==> src/rtl/synth_prog_pkg.sv <==
`timescale 1ns/1ps
package synth_prog_pkg;

    function automatic int max_of(input int a, input int b);
        return (a > b) ? a : b;
    endfunction

    localparam int REF_W   = 17;
    localparam int CNT_W   = 14;
    localparam int SWAL_W  = 4;
    localparam int SEL_W   = 2;
    localparam int MAIN_W  = CNT_W + SWAL_W;
    localparam int SHIFT_W = max_of(REF_W, MAIN_W) + SEL_W;

    localparam logic [SEL_W-1:0] SEL_REF  = 2'b11;
    localparam logic [SEL_W-1:0] SEL_MAIN = 2'b01;

    typedef enum logic [1:0] {
        DEST_NONE = 2'd0,
        DEST_REF  = 2'd1,
        DEST_MAIN = 2'd2
    } dest_e;

    typedef struct packed {
        logic [CNT_W-1:0]  cnt;
        logic [SWAL_W-1:0] swal;
    } main_word_t;

    function automatic dest_e decode_dest(input logic [SEL_W-1:0] code);
        if (code == SEL_REF)
            return DEST_REF;
        else if (code == SEL_MAIN)
            return DEST_MAIN;
        else
            return DEST_NONE;
    endfunction

endpackage

==> src/rtl/bit_sync.sv <==
`timescale 1ns/1ps
module bit_sync #(
    parameter int WIDTH  = 3,
    parameter int STAGES = 2
) (
    input  logic             clk,
    input  logic             rst,
    input  logic [WIDTH-1:0] din,
    output logic [WIDTH-1:0] dout
);
    logic [WIDTH-1:0] stage_q [STAGES];

    for (genvar g = 0; g < STAGES; g++) begin : g_stage
        if (g == 0) begin : g_first
            always_ff @(posedge clk) begin
                if (rst) stage_q[g] <= '0;
                else     stage_q[g] <= din;
            end
        end else begin : g_next
            always_ff @(posedge clk) begin
                if (rst) stage_q[g] <= '0;
                else     stage_q[g] <= stage_q[g-1];
            end
        end
    end

    assign dout = stage_q[STAGES-1];
endmodule

==> src/rtl/rise_detect.sv <==
`timescale 1ns/1ps
module rise_detect (
    input  logic clk,
    input  logic rst,
    input  logic lvl,
    output logic rise
);
    logic prev_q;

    always_ff @(posedge clk) begin
        if (rst) prev_q <= 1'b0;
        else     prev_q <= lvl;
    end

    assign rise = lvl & ~prev_q;
endmodule

==> src/rtl/frame_shifter.sv <==
`timescale 1ns/1ps
module frame_shifter #(
    parameter int W = 20
) (
    input  logic         clk,
    input  logic         rst,
    input  logic         shift_en,
    input  logic         bit_in,
    output logic [W-1:0] word
);
    always_ff @(posedge clk) begin
        if (rst)
            word <= '0;
        else if (shift_en)
            word <= {word[W-2:0], bit_in};
    end
endmodule

==> src/rtl/latch_bank.sv <==
`timescale 1ns/1ps
module latch_bank
    import synth_prog_pkg::*;
(
    input  logic               clk,
    input  logic               rst,
    input  logic               commit,
    input  logic [SHIFT_W-1:0] word,
    output logic [REF_W-1:0]   ref_q,
    output main_word_t         main_q,
    output logic               ref_pulse,
    output logic               main_pulse
);
    dest_e dest;

    assign dest = decode_dest(word[SEL_W-1:0]);

    always_ff @(posedge clk) begin
        if (rst) begin
            ref_q      <= '0;
            main_q     <= '0;
            ref_pulse  <= 1'b0;
            main_pulse <= 1'b0;
        end else begin
            ref_pulse  <= 1'b0;
            main_pulse <= 1'b0;
            if (commit) begin
                unique case (dest)
                    DEST_REF: begin
                        ref_q     <= word[SEL_W +: REF_W];
                        ref_pulse <= 1'b1;
                    end
                    DEST_MAIN: begin
                        main_q     <= main_word_t'(word[SEL_W +: MAIN_W]);
                        main_pulse <= 1'b1;
                    end
                    default: ;
                endcase
            end
        end
    end
endmodule

==> src/rtl/synth_prog_if.sv <==
`timescale 1ns/1ps
module synth_prog_if
    import synth_prog_pkg::*;
#(
    parameter int SYNC_STAGES = 2
) (
    input  logic              clk,
    input  logic              rst,
    input  logic              ser_clk_i,
    input  logic              ser_data_i,
    input  logic              ser_load_i,
    output logic [REF_W-1:0]  ref_div_o,
    output logic [CNT_W-1:0]  main_cnt_o,
    output logic [SWAL_W-1:0] main_swal_o,
    output logic              ref_upd_o,
    output logic              main_upd_o
);
    localparam int LINES = 3;

    logic [LINES-1:0]   raw_lines, sync_lines;
    logic               sclk_lvl, sdata_lvl, load_lvl;
    logic               sclk_rise, load_rise, shift_en;
    logic [SHIFT_W-1:0] word;
    main_word_t         main_q;

    assign raw_lines = {ser_load_i, ser_data_i, ser_clk_i};

    bit_sync #(.WIDTH(LINES), .STAGES(SYNC_STAGES)) u_sync (
        .clk  (clk),
        .rst  (rst),
        .din  (raw_lines),
        .dout (sync_lines)
    );

    assign {load_lvl, sdata_lvl, sclk_lvl} = sync_lines;

    rise_detect u_sclk_edge (
        .clk  (clk),
        .rst  (rst),
        .lvl  (sclk_lvl),
        .rise (sclk_rise)
    );

    rise_detect u_load_edge (
        .clk  (clk),
        .rst  (rst),
        .lvl  (load_lvl),
        .rise (load_rise)
    );

    assign shift_en = sclk_rise & ~load_lvl;

    frame_shifter #(.W(SHIFT_W)) u_shift (
        .clk      (clk),
        .rst      (rst),
        .shift_en (shift_en),
        .bit_in   (sdata_lvl),
        .word     (word)
    );

    latch_bank u_bank (
        .clk        (clk),
        .rst        (rst),
        .commit     (load_rise),
        .word       (word),
        .ref_q      (ref_div_o),
        .main_q     (main_q),
        .ref_pulse  (ref_upd_o),
        .main_pulse (main_upd_o)
    );

    assign main_cnt_o  = main_q.cnt;
    assign main_swal_o = main_q.swal;
endmodule

==> config.mk <==
export PLATFORM = sky130hd
export DESIGN_NAME = synth_prog_if
export DESIGN_NICKNAME = d
export VERILOG_FILES = /design/src/rtl/synth_prog_pkg.sv /design/src/rtl/bit_sync.sv /design/src/rtl/rise_detect.sv /design/src/rtl/frame_shifter.sv /design/src/rtl/latch_bank.sv /design/src/rtl/synth_prog_if.sv
export SDC_FILE = /design/constraint.sdc
export NUM_CORES = 1
export LEC_CHECK = 0
export CORE_ASPECT_RATIO = 1.5
export CORE_MARGIN = 2
export CORE_UTILIZATION = 51
export DETAILED_ROUTE_END_ITERATION = 10
export GPL_ROUTABILITY_DRIVEN = 0
export PLACE_DENSITY_LB_ADDON = 0.1
export SLEW_MARGIN = 20
export SYNTH_ARGS = -nofsm -noshare
export SYNTH_HDL_FRONTEND = slang
export SYNTH_SLANG_ARGS = --single-unit
==> constraint.sdc <==
create_clock -name clk -period 1.28 [get_ports clk]
set_input_delay 0.256 -clock clk [delete_from_list [all_inputs] [get_ports clk]]
set_output_delay 0.256 -clock clk [all_outputs]
set_load 0.005 [all_outputs]
### Word-level counts from Yosys, hierarchy flattened

Memories as Yosys holds them, arrays and structs flattened.
Cells that the tools add are included.

| operators by class | value |
|---|---|
| equality and inequality tests | 4 |
| muxes and demuxes | 9 |
| bitwise logic cells | 9 |
| reductions and logical operators | 3 |

Operators with widths:

| kind | count |
|---|---|
| $mux 3 | 2 |
| $mux 1 | 5 |
| $eq 2x1->1 const B | 2 |
| $eq 2x2->1 const B | 2 |
| $mux 2 | 2 |
| $not 1->1 | 4 |
| $reduce_and 2->1 | 2 |
| $and 1x1->1 | 3 |
| $or 1x1->1 | 2 |
| $reduce_or 2->1 | 1 |

| storage, ports and cells | value |
|---|---|
| register bits after elaboration | 59 |
| memory bits (writable) | 6 |
| input port bits | 5 |
| output and inout port bits | 37 |
| word-level logic and storage cells | 34 |
| memories | 1 |

Memories:

| name | words | bits a word | rd ports | clocked after Yosys merged registers in | wr ports | RTL line | RTL |
|---|---|---|---|---|---|---|---|
| u_sync.stage_q | 2 | 3 | 2 | 0 | 2 | bit_sync.sv:11 | `logic [WIDTH-1:0] stage_q [STAGES];` |

### Longest topological paths before layout

Gate-level depths: netlist (run 1).

| logic depth | value |
|---|---|
| depth in word-level cells | 5 |
| gate-level depth with buffers | 4 |
| depth with buffers taken out | 2 |

### Hierarchy

From an unflattened synthesis (run 1), not the netlist that was laid out.

| unflattened totals | value |
|---|---|
| cell total of the unflattened synthesis | 225 |
| area total of the unflattened synthesis | 2488.6 um^2 |

Modules (own cells, without submodules):

| module | instances | cells each | area an instance (um^2) |
|---|---|---|---|
| latch_bank | 1 | 142 | 1516.5 |
| frame_shifter | 1 | 64 | 705.7 |
| bit_sync | 1 | 12 | 157.7 |
| rise_detect | 2 | 3 | 47.5 |
| synth_prog_if | 1 | 1 | 13.8 |

### Worst setup path after synthesis (run 1)

Ideal clock, no wire load.

| timing path | value |
|---|---|
| path kind | register to register |
| from | memory u_sync.stage_q[1][2] |
| to | register, netlist name u_bank.main_q[10] |
| data arrival time | 1.006 ns |
| data required time | 1.208 ns |
| slack | 0.203 ns |
| cell stages (with the launch flop) | 5 |
| path buffers | 2 |
| period minus slack after synthesis | 1.077 ns |
| cells stage by stage | dfxtp_1 > and4bb_1 > buf_6 > buf_12 > mux2i_1 |

RTL lines:

| what | RTL line |
|---|---|
| start: declaration | bit_sync.sv:11 |

### Worst setup path after layout (run 1)

| timing path | value |
|---|---|
| from | register u_bank.ref_q[2] |
| to | output ref_div_o[2] |

RTL lines:

| what | RTL line | RTL |
|---|---|---|
| start: declaration | latch_bank.sv:9 | `output logic [REF_W-1:0] ref_q,` |
| start signal: assignment | latch_bank.sv:30 | `ref_q <= word[SEL_W +: REF_W];` |
| end: declaration | synth_prog_if.sv:12 | `output logic [REF_W-1:0] ref_div_o,` |

No word-level cell between the ends.

==> results.yml, run 1 <==
run_status:
  outcome: "finished, final reports clean"
placement:
  post-place-cells: 310
  port_buffers: 41
  placement.setup.worst_slack_ns: -0.155
  dpl_cell_area_mm2: 0.00293
  post-dp-hpwl_um: 3080
setup_path:
  series_of_cell_instances_along_the_critical_path: "dlygate4sd2_1"
  timing.critical_path.from_type: "flop"
  criticalPathCategory: "flop to output port"
  worst_path_largest_cell_delay_ns: 0.34
  worstPathMaxFanout: 2
  slowest_stage: "dfxtp_1"
  worst-endpoint-arrival_ns: 0.91
  timing.critical_path.to_type: "output port"
  critPathBufInv: 1
  cp_data_required_time_ns: 1.02
  category_of_cells_accounting_for_the_largest_share_of_critical_path_delay: "flip-flops"
clock_network:
  cts_tree: "built"
  cts_root_buf: "clkbuf_8"
  worstSkewPairLatency_ns: 0.33
  cts.reportedPaths.clkPinSlew_ns: 0.06
  buffer_levels_on_the_longest_clock_path: 2
  htreeDepth: 3
  post_cts_hold_buffers: 0
  tritoncts_buffer_count: 9
  sinks_on_the_clock_net: 65
drt:
  route.detailed.vias_per_inst: 4.82
  route.vias.total: 1561
  avgRoutedWirePerCell_um: 13.3
  drt.antenna.violating_nets: 0
  drt_iter0_markers: 19
  drtPass1Iterations: 4
  wirelength_um: 4320
  remaining_drc_errors: 0
grt:
  grt_use_total_pct: 18.5
  gr-max-usage-layer: "met2"
  pin_count_of_the_biggest_net_entering_global_routing: 49
  grt_first_pass_wirelength_um: 7180
  global_route.usage.met2_pct: 32.1
  first_global_vias: 1608
  gr-total-overflow: 0
  globalRouteMet1Util_pct: 19.4
  grt_util_met3_pct: 3.80
  number_of_antenna_violations_at_the_first_check_in_global_routing: 0
layout:
  diodes: 0
  layout.cells.non_filler: 324
  design_area_mm2: 0.00303
  area_growth_pct: 24.9
  post_route_cells_drive_above_1_share_pct: 11.5
  fin_nets: 262
pwr:
  power_leakage_nw: 1.40
  power-per-cell-area_mw_per_mm2: 1160
  max-vdd-ir-drop_v: 0.000859
flow_run:
  cap_violations: 0
synth:
  distinct_cell_type_count_of_the_synthesized_netlist: 15
  synth_area_per_cell_um2: 11.8
  synth_cells: 205
  synth_seq_cells: 65
  post_synth_instance_area_mm2: 0.00243
  yosys_warnings: 0
  proportion_of_synthesized_chip_area_in_sequential_cells_pct: 53.6
  syn_nets: 210
timing:
  finalHoldWorstSlack_ns: 0.447
  timing.final.ws_setup_ns: 0.110
  number_of_setup_violations_in_the_final_report: 0
  fin_skew_ns: 0.00408
  fin_crit_ns: 1.17
  timing.fmax_mhz: 854
  max-slew-margin-rel_pct: 80.2
  report.final.slew_viol_count: 0
  worst-slew-pin-transition_ns: 0.296
  final_hold_fails: 0
  final_clock_period_utilization_by_the_worst_path_pct: 91.4
  setup_repair_after_global_routing_missed_its_margin: "false"
die:
  die_w_um: 60.3
  initial_core_util_pct: 53.4
  coreArea_mm2: 0.00454
  die_h_um: 88.5
  placementRows: 30
  boundaryPins: 42
  die_area_mm2: 0.00534
min_path:
  min-delay-path-class: "flop to flop"
-- cells by family (layout without fill, tap and decap cells) --
| kind of cell | Yosys count | in the layout | synth area share, % |
|---|---|---|---|
| and+or+nand+nor | 71 | 71 | 19.0 |
| buffers and inverters | 14 | 69 | 4.69 |
| muxes | 55 | 55 | 22.7 |
| DFF | 65 | 65 | 53.6 |
-- worst paths after layout --
path         cells past startpoint  slack (ns)                 start              endpoint
max                              1        0.11       u_bank.ref_q[2]          ref_div_o[2]
min                              1        0.45  u_sync.stage_q[0][2]  u_sync.stage_q[1][2]
max reg2reg                      3        0.14  u_sync.stage_q[1][2]     u_bank.main_q[12]
min reg2reg                      1        0.45  u_sync.stage_q[0][2]  u_sync.stage_q[1][2]
-- what timing repair did --
| action | in CTS | in global routing |
|---|---|---|
| endpoints found under the setup margin | 37 | 7 |
| setup buffers | 0 | 0 |
| gates resized for setup | 41 | 1 |
-- cells in the final DEF, fill, tap and decap left out, drive strengths merged --
| master | n |
|---|---|
| and4bb | 1 |
| buf | 14 |
| clkbuf | 13 |
| clkdlybuf4s50 | 4 |
| clkinv | 1 |
| dfxtp | 65 |
| dlygate4sd2 | 37 |
| mux2i | 55 |
| nand2b | 56 |
| nand4b | 1 |
| nand4bb | 1 |
| nor2 | 2 |
| nor2b | 8 |
| nor3b | 1 |
| or3b | 1 |
-- registers in the layout (all words and copies together) (netlist names) --
signal and flops:
u_bank.main_pulse 1, u_bank.main_q 18, u_bank.ref_pulse 1, u_bank.ref_q 17
u_load_edge.prev_q 1, u_sclk_edge.prev_q 1, u_shift.word 20, u_sync.stage_q 6
-- final cells by class --
class	instances	area [um^2]
well taps	64	80.1
multi-input cells	126	1020
fillers	401	1510
repair buffers	55	482
clock buffers	13	139
clock inverters	1	5.00
flip-flops and latches	65	1310
-- synth_stat cells --
library cell	count	share of area [%]
and4bb_1	1	0.52
buf_12	2	1.6
buf_2	2	0.41
buf_4	1	0.31
buf_6	3	1.4
clkbuf_1	6	0.93
dfxtp_1	65	54
mux2i_1	55	23
nand2b_1	56	14
nand4b_1	1	0.36
nand4bb_1	1	0.46
nor2_1	2	0.31
nor2b_1	8	2.1
nor3b_2	1	0.52
or3b_1	1	0.36
-- per-stage QoR --
step	total power, mW	utilization (%)	TNS [ns]
finish	3.51	66.7	0
global route	3.63	66.7	0
floorplan	2.16	-	0
CTS	3.55	66.7	0
global placement	2.20	64.5	-5.68
detailed placement	2.20	64.5	-6.52
-- routing by layer --
| layer | vias up | share of wire (%) |
|---|---|---|
| li1 | 781 | - |
| met1 | 729 | 40 |
| met2 | 39 | 53 |
| met3 | 12 | 3.5 |
| met4 | 0 | 3.2 |
| met5 | - | 0 |
-- power breakdown --
part           internal [mW]  switching, mW
Sequential              2.03        0.00602
Combinational         0.0737         0.0426
Clock                  0.680          0.676
Total                   2.79          0.724
Power figures use the tool's default switching activity.
==> run 2: changes to the inputs <==
--- a/config.mk
+++ b/config.mk
@@ -5,11 +5,13 @@
 export SDC_FILE = /design/constraint.sdc
 export NUM_CORES = 1
 export LEC_CHECK = 0
+export ABC_AREA = 1
 export CORE_ASPECT_RATIO = 1.5
 export CORE_MARGIN = 2
-export CORE_UTILIZATION = 51
+export CORE_UTILIZATION = 52
 export DETAILED_ROUTE_END_ITERATION = 10
 export GPL_ROUTABILITY_DRIVEN = 0
+export GPL_TIMING_DRIVEN = 0
 export PLACE_DENSITY_LB_ADDON = 0.1
 export SLEW_MARGIN = 20
 export SYNTH_ARGS = -nofsm -noshare
==> results.yml, run 2 <==
timing:
  max-slew-margin-rel_pct: 72.0
  number_of_setup_violations_in_the_final_report: 0
  timing.fmax_mhz: 849
  final_hold_fails: 0
  finalHoldWorstSlack_ns: 0.404
  fin_crit_ns: 1.18
  final_clock_period_utilization_by_the_worst_path_pct: 92.0
  setup_repair_after_global_routing_missed_its_margin: "false"
  fin_skew_ns: 0.00829
  worst-slew-pin-transition_ns: 0.421
  report.final.slew_viol_count: 0
synth:
  asyncSetResetFlopFracSynth_pct: 0
  yosys_warnings: 0
  distinct_cell_type_count_of_the_synthesized_netlist: 16
  synth_top_cell_by_area: "dfxtp_1"
  synth_seq_cells: 65
  synth_area_per_cell_um2: 7.12
  proportion_of_synthesized_chip_area_in_sequential_cells_pct: 52.1
  synth_cells: 351
  synth-edff-count: 0
  portion_of_synthesized_cell_area_occupied_by_the_leading_cell_type_pct: 52.1
  post_synth_instance_area_mm2: 0.00250
  synth.most_common_cell: "nor2_1"
  post_synth_most_frequent_cells: "nor2_1, nand2_1, dfxtp_1, nand3_1, inv_1"
  ys.flop_type: "dfxtp_1"
  synthTopCellsByArea: "dfxtp_1, nor2_1, nand2_1"
  syn_nets: 356
grt:
  number_of_antenna_violations_at_the_first_check_in_global_routing: 0
  pin_count_of_the_biggest_net_entering_global_routing: 11
  grt_first_pass_wirelength_um: 8310
  grt_use_total_pct: 21.3
  gr-total-overflow: 0
  first_global_vias: 1964
pwr:
  max-vdd-ir-drop_v: 0.000862
  power_leakage_nw: 1.64
  seq_power_share_pct: 52.1
  power-per-cell-area_mw_per_mm2: 1260
  p_switching_mw: 0.913
  internal_power_mw: 3.11
  power_frac_clock_pct: 41.6
  combinational_share_of_power_pct: 6.3
  power_switching_share_pct: 22.7
die:
  boundaryPins: 42
  placementRows: 30
  coreArea_mm2: 0.00458
  die_w_um: 60.6
  die_h_um: 88.9
  die_area_mm2: 0.00539
  initial_core_util_pct: 54.6
setup_path:
  criticalPathCategory: "flop to flop"
  worst-endpoint-arrival_ns: 1.42
  cp_data_required_time_ns: 1.52
  timing.critical_path.from_type: "flop"
  timing.critical_path.to_type: "flop"
  worstPathMaxFanout: 10
clock_network:
  buffer_levels_on_the_longest_clock_path: 2
  cts_root_buf: "clkbuf_8"
  cts_tree: "built"
  cts.reportedPaths.clkPinSlew_ns: 0.06
  htreeDepth: 3
  post_cts_hold_buffers: 0
  sinks_on_the_clock_net: 65
  worstSkewPairLatency_ns: 0.34
  tritoncts_buffer_count: 9
layout:
  filler_cell_count: 445
  biggestRegsByFlops: "u_shift.word x20, u_bank.main_q x18, u_bank.ref_q x17"
  area_growth_pct: 27.3
  multi_input_area_um2: 981
  diodes: 0
  layout.cells.most_common_list: "nor2_1, nand2_1, dfxtp_1"
  fin_nets: 413
  most_common_cell_after_layout_fill_and_taps_aside: "nor2_1"
  post_route_cells_drive_above_1_share_pct: 10.2
  largest_reg_flops: 20
  largest-register: "u_shift.word"
  layout.cells.non_filler: 477
  regArea_mm2: 0.00130
drt:
  route.vias.total: 2194
  drt.antenna.violating_nets: 0
  avgRoutedWirePerCell_um: 10.6
  route.detailed.vias_per_inst: 4.60
  remaining_drc_errors: 0
  wirelength_um: 5070
  drtPass1Iterations: 4
  drt_iter0_markers: 101
placement:
  port_buffers: 41
  post-dp-hpwl_um: 3620
  post-place-cells: 456
min_path:
  min-delay-path-class: "flop to flop"
run_status:
  outcome: "finished, final reports clean"
flow_run:
  cap_violations: 0
[run 2: cell count changes in the layout (fill, tap and decap cells not counted), moves of 8 or more]
| cell | previous run | this run |
|---|---|---|
| inv_1 | 0 | 28 |
| mux2i_1 | 55 | 0 |
| nand2_1 | 0 | 77 |
| nand2b_1 | 56 | 0 |
| nand3_1 | 0 | 35 |
| nor2_1 | 2 | 118 |
| nor2b_1 | 8 | 0 |
[run 2: power by group through the flow]
stage          combinational (mW)  clock (mW)  sequential (mW)
6_report                    0.254        1.67             2.09
3_5_place_dp                0.255           0             2.14
4_1_cts                     0.253        1.71             2.09
3_3_place_gp                0.250           0             2.14
5_1_grt                     0.293        1.79             2.10
2_1_floorplan               0.184           0             2.14
[run 2: path summary, 6_finish.rpt]
kind | from | to | slack [ns] | cells after the start
setup / recovery | u_shift.word[0] | u_bank.main_q[0] | 0.10 | 6
hold / removal | u_sync.stage_q[0][1] | u_sync.stage_q[1][1] | 0.40 | 2
hold reg to reg | u_sync.stage_q[0][1] | u_sync.stage_q[1][1] | 0.40 | 2
setup reg to reg | u_shift.word[0] | u_bank.main_q[0] | 0.10 | 6
[run 2: what timing repair did]
item	4_1_cts	5_1_grt
resized for setup	40	2
endpoints found under the setup margin	47	14
setup buffers	0	5
pin swaps	0	2
[run 2: cell type report]
cell class	instances	area share, %
buffer	17	3.46
inverter	31	3.66
clock buffer	13	4.68
tap	64	2.52
multi-input combinational	238	30.8
sequential	65	41.0
clock inverter	3	1.26
timing repair buffer	46	12.6
[run 2: critical path, cell delays in order, from the launching register on]
cell and delay [ns]:
dfxtp_1 0.37, inv_1 0.10, nor2_4 0.24, buf_6 0.18, nand3_1 0.08, nand2_1 0.07, nor2_1 0.04
[run 2: cells by family after synthesis]
kind of cell	Yosys count	synth area share (%)
buf+inv	48	8.91
simple gates	238	39.0
flops	65	52.1
[run 2: metrics by stage]
stage	power, mW	setup WS [ns]	util, %	TNS [ns]	instance area, um^2
floorplan	2.32	0.210	-	0	2500
global placement	2.39	-0.206	65.3	-6.28	2990
detailed placement	2.39	-0.209	65.3	-6.82	2990
CTS	4.06	0.0173	68.6	0	3140
global route	4.18	0.00585	69.5	0	3180
finish	4.02	0.102	69.5	0	3180
[run 2: per-layer routing]
layer,vias to the layer above,routed length (um),global-route usage (%)
met5,-,0,0
met1,971,2140,23.1
met2,41,2530,35.0
met4,0,197,13.6
met3,16,208,6.51
li1,1166,-,-
